### src/rtl/adc_dbuf_pkg.sv
package adc_dbuf_pkg;
  localparam int ADC_SAMPLE_W = 16;
  localparam int ADC_MAX_CH   = 8;
endpackage

### src/rtl/adc_shadow_bank.sv
module adc_shadow_bank #(
  parameter int NUM_CH   = 8,
  parameter int SAMPLE_W = 16,
  parameter int IDX_W    = 3
) (
  input  logic                       clk,
  input  logic                       rst_n,
  input  logic                       wr_valid,
  input  logic [IDX_W-1:0]           wr_ch,
  input  logic [SAMPLE_W-1:0]        wr_data,
  input  logic [NUM_CH-1:0]          en_mask,
  input  logic                       swap_fire,
  output logic [NUM_CH*SAMPLE_W-1:0] shadow_next_flat,
  output logic [NUM_CH-1:0]          cap_next,
  output logic [NUM_CH-1:0]          wr_hit
);
  function automatic logic [NUM_CH-1:0] decode_hit(input logic v, input logic [IDX_W-1:0] ch);
    logic [NUM_CH-1:0] r;
    r = '0;
    for (int i = 0; i < NUM_CH; i++)
      if (v && (ch == IDX_W'(i))) r[i] = 1'b1;
    return r;
  endfunction

  logic [NUM_CH-1:0] cap_q;

  assign wr_hit   = decode_hit(wr_valid, wr_ch);
  assign cap_next = cap_q | (wr_hit & en_mask);

  always_ff @(posedge clk) begin
    if (!rst_n)         cap_q <= '0;
    else if (swap_fire) cap_q <= '0;
    else                cap_q <= cap_next;
  end

  for (genvar g = 0; g < NUM_CH; g++) begin : g_slot
    logic [SAMPLE_W-1:0] slot_q;
    always_ff @(posedge clk) begin
      if (!rst_n)         slot_q <= '0;
      else if (wr_hit[g]) slot_q <= wr_data;
    end
    assign shadow_next_flat[g*SAMPLE_W +: SAMPLE_W] = wr_hit[g] ? wr_data : slot_q;
  end
endmodule

### src/rtl/adc_swap_ctrl.sv
module adc_swap_ctrl #(
  parameter int NUM_CH = 8
) (
  input  logic              clk,
  input  logic              rst_n,
  input  logic              seq_done,
  input  logic [NUM_CH-1:0] en_mask,
  input  logic [NUM_CH-1:0] cap_next,
  input  logic              ack,
  output logic              seq_covered,
  output logic              swap_fire,
  output logic              new_pulse,
  output logic              new_flag
);
  function automatic logic set_complete(input logic [NUM_CH-1:0] cap, input logic [NUM_CH-1:0] en);
    return (en != '0) && ((cap & en) == en);
  endfunction

  assign seq_covered = set_complete(cap_next, en_mask);
  assign swap_fire   = seq_done && seq_covered;

  always_ff @(posedge clk) begin
    if (!rst_n) begin
      new_pulse <= 1'b0;
      new_flag  <= 1'b0;
    end else begin
      new_pulse <= swap_fire;
      if (swap_fire) new_flag <= 1'b1;
      else if (ack)  new_flag <= 1'b0;
    end
  end
endmodule

### src/rtl/adc_publish_bank.sv
module adc_publish_bank #(
  parameter int NUM_CH   = 8,
  parameter int SAMPLE_W = 16,
  parameter int IDX_W    = 3
) (
  input  logic                       clk,
  input  logic                       rst_n,
  input  logic                       swap_fire,
  input  logic [NUM_CH-1:0]          en_mask,
  input  logic [NUM_CH*SAMPLE_W-1:0] shadow_next_flat,
  input  logic                       rd_en,
  input  logic [IDX_W-1:0]           rd_ch,
  output logic [SAMPLE_W-1:0]        rd_data,
  output logic [NUM_CH*SAMPLE_W-1:0] pub_flat
);
  function automatic logic [SAMPLE_W-1:0] pick_word(input logic [NUM_CH*SAMPLE_W-1:0] bank,
                                                    input logic [IDX_W-1:0] ch);
    logic [SAMPLE_W-1:0] r;
    r = '0;
    for (int i = 0; i < NUM_CH; i++)
      if (ch == IDX_W'(i)) r = bank[i*SAMPLE_W +: SAMPLE_W];
    return r;
  endfunction

  for (genvar g = 0; g < NUM_CH; g++) begin : g_pub
    logic [SAMPLE_W-1:0] pub_q;
    always_ff @(posedge clk) begin
      if (!rst_n)                        pub_q <= '0;
      else if (swap_fire && en_mask[g])  pub_q <= shadow_next_flat[g*SAMPLE_W +: SAMPLE_W];
    end
    assign pub_flat[g*SAMPLE_W +: SAMPLE_W] = pub_q;
  end

  always_ff @(posedge clk) begin
    if (!rst_n)     rd_data <= '0;
    else if (rd_en) rd_data <= pick_word(pub_flat, rd_ch);
  end
endmodule

### src/rtl/adc_dbuf_capture.sv
module adc_dbuf_capture
  import adc_dbuf_pkg::*;
#(
  parameter int NUM_CH   = ADC_MAX_CH,
  parameter int SAMPLE_W = ADC_SAMPLE_W,
  localparam int IDX_W   = (NUM_CH > 1) ? $clog2(NUM_CH) : 1
) (
  input  logic                clk,
  input  logic                rst_n,
  input  logic [NUM_CH-1:0]   ch_en_mask,
  input  logic                acq_valid,
  input  logic [IDX_W-1:0]    acq_ch,
  input  logic [SAMPLE_W-1:0] acq_data,
  input  logic                acq_seq_done,
  input  logic                rd_en,
  input  logic [IDX_W-1:0]    rd_ch,
  output logic [SAMPLE_W-1:0] rd_data,
  input  logic                new_data_ack,
  output logic                new_data_pulse,
  output logic                new_data_flag
);
  logic [NUM_CH*SAMPLE_W-1:0] shadow_next_flat;
  logic [NUM_CH*SAMPLE_W-1:0] pub_flat;
  logic [NUM_CH-1:0]          cap_next;
  logic [NUM_CH-1:0]          wr_hit;
  logic                       seq_covered;
  logic                       swap_fire;

  adc_shadow_bank #(.NUM_CH(NUM_CH), .SAMPLE_W(SAMPLE_W), .IDX_W(IDX_W)) u_shadow (
    .clk(clk), .rst_n(rst_n), .wr_valid(acq_valid), .wr_ch(acq_ch), .wr_data(acq_data),
    .en_mask(ch_en_mask), .swap_fire(swap_fire), .shadow_next_flat(shadow_next_flat),
    .cap_next(cap_next), .wr_hit(wr_hit));

  adc_swap_ctrl #(.NUM_CH(NUM_CH)) u_swap (
    .clk(clk), .rst_n(rst_n), .seq_done(acq_seq_done), .en_mask(ch_en_mask),
    .cap_next(cap_next), .ack(new_data_ack), .seq_covered(seq_covered),
    .swap_fire(swap_fire), .new_pulse(new_data_pulse), .new_flag(new_data_flag));

  adc_publish_bank #(.NUM_CH(NUM_CH), .SAMPLE_W(SAMPLE_W), .IDX_W(IDX_W)) u_pub (
    .clk(clk), .rst_n(rst_n), .swap_fire(swap_fire), .en_mask(ch_en_mask),
    .shadow_next_flat(shadow_next_flat), .rd_en(rd_en), .rd_ch(rd_ch),
    .rd_data(rd_data), .pub_flat(pub_flat));
endmodule

### config.mk
export PLATFORM = sky130hd
export DESIGN_NAME = adc_dbuf_capture
export DESIGN_NICKNAME = d
export VERILOG_FILES = /design/src/rtl/adc_dbuf_pkg.sv /design/src/rtl/adc_shadow_bank.sv /design/src/rtl/adc_swap_ctrl.sv /design/src/rtl/adc_publish_bank.sv /design/src/rtl/adc_dbuf_capture.sv
export SDC_FILE = /design/constraint.sdc
export NUM_CORES = 1
export LEC_CHECK = 0
export CAP_MARGIN = 20
export CORE_UTILIZATION = 40
export CTS_CLUSTER_DIAMETER = 120
export DETAILED_ROUTE_END_ITERATION = 10
export PLACE_DENSITY = 0.65
export SKIP_LAST_GASP = 1
export SYNTH_ARGS = -nofsm -noshare
export SYNTH_HDL_FRONTEND = slang
export SYNTH_SLANG_ARGS = --single-unit
### constraint.sdc
create_clock -name clk -period 2.8 [get_ports clk]
set_input_delay 0.42 -clock clk [delete_from_list [all_inputs] [get_ports clk]]
set_output_delay 0.42 -clock clk [all_outputs]
set_load 0.005 [all_outputs]
==> results of run 1 <==
registers in the layout (all words and copies together) (netlist names):
signal and flops:
u_pub.g_pub.pub_q 128, u_shadow.g_slot.slot_q 128, u_swap.new_flag 1, u_shadow.cap_q 8, u_swap.new_pulse 1, u_pub.rd_data 16
cells in the mapped netlist, drive strengths merged:
cell / n / area share
and4b: 3 / 0.0025
nand4bb: 2 / 0.0018
o211a: 2 / 0.0016
nand2: 334 / 0.10
nor2: 35 / 0.011
inv: 6 / 0.0018
nand4b: 3 / 0.0021
nor4b: 1 / 0.0012
o31ai: 13 / 0.0080
a21boi: 128 / 0.078
and3: 6 / 0.0031
and2: 129 / 0.066
a32oi: 3 / 0.0037
dfxtp: 282 / 0.46
or4b: 1 / 0.0011
nand3: 2 / 0.0012
o32a: 1 / 0.00082
nor4: 2 / 0.0010
or2: 1 / 0.00051
nand4: 2 / 0.0010
a21oi: 9 / 0.0037
clkbuf: 83 / 0.026
o21ai: 38 / 0.016
nand2b: 1 / 0.00051
nor3b: 3 / 0.0018
mux2i: 3 / 0.0025
a2111oi: 1 / 0.00072
o21a: 1 / 0.00061
and4: 2 / 0.0014
nor3: 15 / 0.0080
o31a: 1 / 0.00072
buf: 30 / 0.017
nor2b: 7 / 0.0036
mux2: 154 / 0.15
a31oi: 12 / 0.0061
mux4: 6 / 0.011
a211oi: 1 / 0.00061
nor4bb: 3 / 0.0025
worst paths after layout:
path                                              end  slack, ns  cells after the start
min           u_shadow.g_slot[7].slot_q[8]$_SDFF_PN0_       0.41                      2
max reg2reg     u_pub.g_pub[4].pub_q[15]$_SDFFE_PN0P_       0.95                      6
max             u_pub.g_pub[4].pub_q[15]$_SDFFE_PN0P_       0.45                      8
min reg2reg  u_shadow.g_slot[1].slot_q[12]$_SDFF_PN0_       0.46                      2
power by group:
part           internal, mW  leakage (nW)  switching (mW)
clock network          2.30         0.474            1.66
registers              4.06          2.28          0.0175
logic                 0.192          2.77           0.319
total                  6.56          5.52            2.00
kinds of logic after synthesis:
| family | synth area share |
|---|---|
| AO/OA/AOI/OAI | 0.121 |
| buffers and inverters | 0.0451 |
| flip-flops | 0.461 |
| multiplexers | 0.161 |
| AND/OR/NAND/NOR | 0.212 |
worst reg2reg max path, stage by stage (launching register included):
cell     delay [ns]
dfxtp_1        0.32
inv_1          0.04
a32oi_1        0.24
and4_1         0.37
and3_1         0.25
buf_12         0.17
mux2_2         0.35
metal layers:
metal,GRT usage,part of all wire
met2,0.358,0.47
met1,0.294,0.47
met5,0,0
met4,0.0568,0.023
met3,0.0217,0.042
final cells by class:
cell class	count	area, um^2	share of cell area
clock inverters	14	171	0.0120
well taps	390	488	0.0342
flip-flops and latches	282	5650	0.395
inverters	6	22.5	0.00158
multi-input cells	925	6100	0.427
repair buffers	106	1050	0.0735
clock buffers	39	803	0.0563
==> impl_metrics.csv, run 1 <==
group,metric,value,unit
run_status,status,"complete, no violations",
final_layout,utilization,0.478,
final_layout,num-fill-cells,2785,
die,rows,63,
worst_setup_path,critPathLaunchType,"input pin",
worst_setup_path,slowest_stage,"clkdlybuf4s50_1",
synth,netlist_instances,1326,
grt,grt_usage,0.215,
die,die_h,177,um
clocking,clock_path_buffers,3,
timing,relSlewSlack,0.508,
placement,dpl_cell_area,13300,um^2
worst_setup_path,path_delay_family,"buffers and inverters",
clocking,cts_buffers,29,
timing,setup_slack,0.452,ns
final_layout,num_antenna_cells,0,
synth,synth.avg_cell_area,9.24,um^2
final_layout,final_nets,1386,
hold_path,min-delay-start,"rst_n",
route,drc,0,
route,ant_nets,0,
die,core,29900,um^2
route,routed_wl,33.3,mm
power,finalPower,8.56,mW
timing,min_period,2.35,ns
clocking,cts_setup_buffers,0,
die,start_util,0.410,
timing,setup_tns,0,ns
clocking,clk_latency,0.57,ns
timing,hold_viol_final,0,
worst_setup_path,arrival,2.78,ns
synth,synth_fp_nets,1362,
worst_setup_path,required,3.24,ns
timing,setup_viol,0,
worst_setup_path,startpoint,"acq_ch[0]",
worst_setup_path,slowest_delay,0.56,ns
synth,ys_ff_latch,282,
synth,synth_area,12300,um^2
clocking,cts_sinks,282,
timing,worst_pin_slew,0.736,ns
final_layout,area_growth,16.5,%
route,vias,9166,
grt,grt_pass1_vias,8849,
clocking,clk_pin_slew,0.06,ns
grt,grt_max_degree,117,
grt,grt_overflow_total,0,
clocking,ctsResizeCount,0,
route,via_per_inst,5.20,
power,powerDensity,599,nW/um^2
placement,dp_hpwl,22.4,mm
route,wl_per_cell,18.9,um
worst_setup_path,cp_cell_sequence,"clkdlybuf4s50_1 > buf_4 > nor4bb_4 > o32a_1 > and4_1 > and3_1 > buf_12 > mux2_2",
worst_setup_path,cp_num_buf_inv,3,
clocking,h-tree-depth,1,
die,ioPinCount,54,
synth,yosys_warnings,0,
hold_path,hp-class,"input pin to flip-flop",
timing,fmax,426,MHz
power,ir_drop,480,uV
worst_setup_path,cp-end-kind,"flip-flop",
worst_setup_path,cp_max_fo,16,
clocking,clock-root-buffer,"clkbuf_16",
final_layout,final_cells,1762,
placement,portBuffers,53,
route,drt_pass1_iterations,5,
clocking,cts_tree,"done",
grt,antenna_found_initial,0,
placement,dp_slack,-0.0813,ns
timing,rsz0062_at_grt,"false",
timing,hold_ws,0.414,ns
timing,clock_skew,0.0283,ns
worst_setup_path,r2r_start,"u_shadow.cap_q[3]$_SDFF_PP0_",
final_layout,final_cell_mix,"nand2_1, dfxtp_1, and2_1",
final_layout,layout_commonest_cell,"nand2_1",
grt,grt_pass1_wl,51.9,mm
synth,ys_types,51,
timing,maxSlewViolCount,0,
worst_setup_path,crit_type,"input pin to flip-flop",
clocking,postCtsHoldBufs,0,
placement,place_congestion,0.816,
die,die_width,177,um
job,cap_violations,0,
placement,numPlacedInstances,1709,
timing,period_share,0.838,
die,dieArea,31300,um^2
synth,synth-seq-area-share,0.461,
power,p_leak,5.52,nW
route,drtIter0Drc,685,
final_layout,final_area,14300,um^2
final_layout,drive_above_1_share,0.163,
Note: power is estimated with default switching activity, not from simulation.
==> run 2: changes to the inputs <==
==> constraint.sdc (replaced) <==
create_clock -name clk -period 2.3 [get_ports clk]
set_input_delay 0.345 -clock clk [delete_from_list [all_inputs] [get_ports clk]]
set_output_delay 0.345 -clock clk [all_outputs]
set_load 0.005 [all_outputs]
==> impl_metrics.csv, run 2 (synthesis gave the netlist of run 1 again) <==
group,metric,value,unit
run_status,status,"complete, no violations",
final_layout,num_antenna_cells,0,
clocking,cts_buffers,29,
timing,hold_viol_final,0,
final_layout,layout_commonest_cell,"nand2_1",
timing,worst_pin_slew,0.618,ns
hold_path,hp-class,"input pin to flip-flop",
route,drc,0,
die,rows,63,
clocking,h-tree-depth,1,
route,vias,9264,
timing,relSlewSlack,0.586,
worst_setup_path,crit_type,"input pin to flip-flop",
clocking,cts_tree,"done",
timing,setup_tns,0,ns
timing,period_share,0.954,
placement,dp_hpwl,22.8,mm
route,ant_nets,0,
timing,rsz0062_at_grt,"false",
final_layout,largestRegisters,"u_pub.g_pub.pub_q (128), u_shadow.g_slot.slot_q (128), u_pub.rd_data (16)",
die,start_util,0.410,
final_layout,drive_above_1_share,0.224,
die,die_width,177,um
final_layout,utilization,0.500,
power,finalPower,10.7,mW
worst_setup_path,cp-end-kind,"flip-flop",
grt,grt_max_degree,122,
final_layout,area_growth,22.0,%
timing,hold_ws,0.198,ns
clocking,ctsResizeCount,0,
worst_setup_path,cp_max_fo,16,
clocking,clock-root-buffer,"clkbuf_16",
placement,dp_slack,-0.446,ns
die,ioPinCount,54,
die,core,29900,um^2
route,via_per_inst,5.14,
clocking,clock_path_buffers,3,
timing,setup_slack,0.105,ns
placement,portBuffers,53,
worst_setup_path,required,2.73,ns
die,dieArea,31300,um^2
grt,grt_overflow_total,0,
placement,place_congestion,0.853,
timing,fmax,456,MHz
power,ir_drop,538,uV
route,drtIter0Drc,653,
timing,maxSlewViolCount,0,
job,cap_violations,0,
grt,antenna_found_initial,0,
route,drt_pass1_iterations,4,
clocking,postCtsHoldBufs,0,
timing,clock_skew,0.0175,ns
final_layout,final_nets,1428,
clocking,cts_setup_buffers,0,
clocking,clk_pin_slew,0.06,ns
timing,setup_viol,0,
power,p_leak,5.78,nW
power,powerDensity,716,nW/um^2
timing,min_period,2.19,ns
route,wl_per_cell,18.9,um
grt,grt_pass1_vias,9163,
grt,grt_usage,0.219,
route,routed_wl,34.0,mm
final_layout,final_cell_mix,"nand2_1, dfxtp_1, and2_1",
worst_setup_path,arrival,2.63,ns
die,die_h,177,um
clocking,cts_sinks,282,
clocking,clk_latency,0.56,ns
grt,grt_pass1_wl,52.5,mm
worst_setup_path,critPathLaunchType,"input pin",
run 2: changes by cell type in the layout (fill, tap and decap cells not counted), sizes merged:
| cell | delta |
|---|---|
| buf | +42 |
| bufinv | +1 |
| clkbuf | +5 |
| clkinv | -3 |
| clkinvlp | -2 |
| inv | -1 |
run 2: through the flow:
stage          instances  instance area (um^2)
5_1_grt             1804                 14900
3_5_place_dp        1751                 13900
3_3_place_gp        1751                 13900
2_1_floorplan       1326                 12500
4_1_cts             1804                 14900
6_report            1804                 14900
run 2: path summary, 6_finish.rpt:
check	from	end	slack, ns	depth (start not counted)
setup reg to reg	u_shadow.cap_q[2]$_SDFF_PP0_	u_pub.g_pub[1].pub_q[0]$_SDFFE_PN0P_	0.42	8
hold reg to reg	u_pub.rd_data[2]$_SDFFE_PN0P_	u_pub.rd_data[2]$_SDFFE_PN0P_	0.46	2
setup / recovery	acq_ch[0]	u_pub.g_pub[7].pub_q[15]$_SDFFE_PN0P_	0.11	8
hold / removal	rst_n	u_pub.rd_data[13]$_SDFFE_PN0P_	0.20	2
run 2: critical path, cell delays in order:
cell	delay, ns
clkdlybuf4s50_1	0.45
buf_4	0.16
or4b_4	0.53
a32oi_4	0.19
buf_4	0.19
and3_1	0.21
buf_12	0.19
mux2_2	0.35
run 2: routing by layer:
| metal | vias up | wire length [um] | GRT usage | share of wire |
|---|---|---|---|---|
| met3 | 61 | 1700 | 0.0264 | 0.050 |
| met2 | 210 | 15300 | 0.350 | 0.45 |
| li1 | 4545 | - | - | - |
| met4 | 0 | 1210 | 0.0823 | 0.036 |
| met5 | - | 0 | 0 | 0 |
| met1 | 4448 | 15900 | 0.300 | 0.47 |
run 2: layout make-up:
cell class              instances  area, um^2
clock inverters                 9         151
clock buffers                  44         892
flip-flops and latches        282        5650
inverters                       6        22.5
multi-input cells             925        6290
repair buffers                148        1450
well taps                     390         488
fillers                      2745       14900
run 2: power breakdown:
part           internal, mW  leakage [nW]  switching, mW
sequential             4.94          2.28         0.0204
clock                  3.11         0.514           1.93
combinational         0.288          2.99          0.405
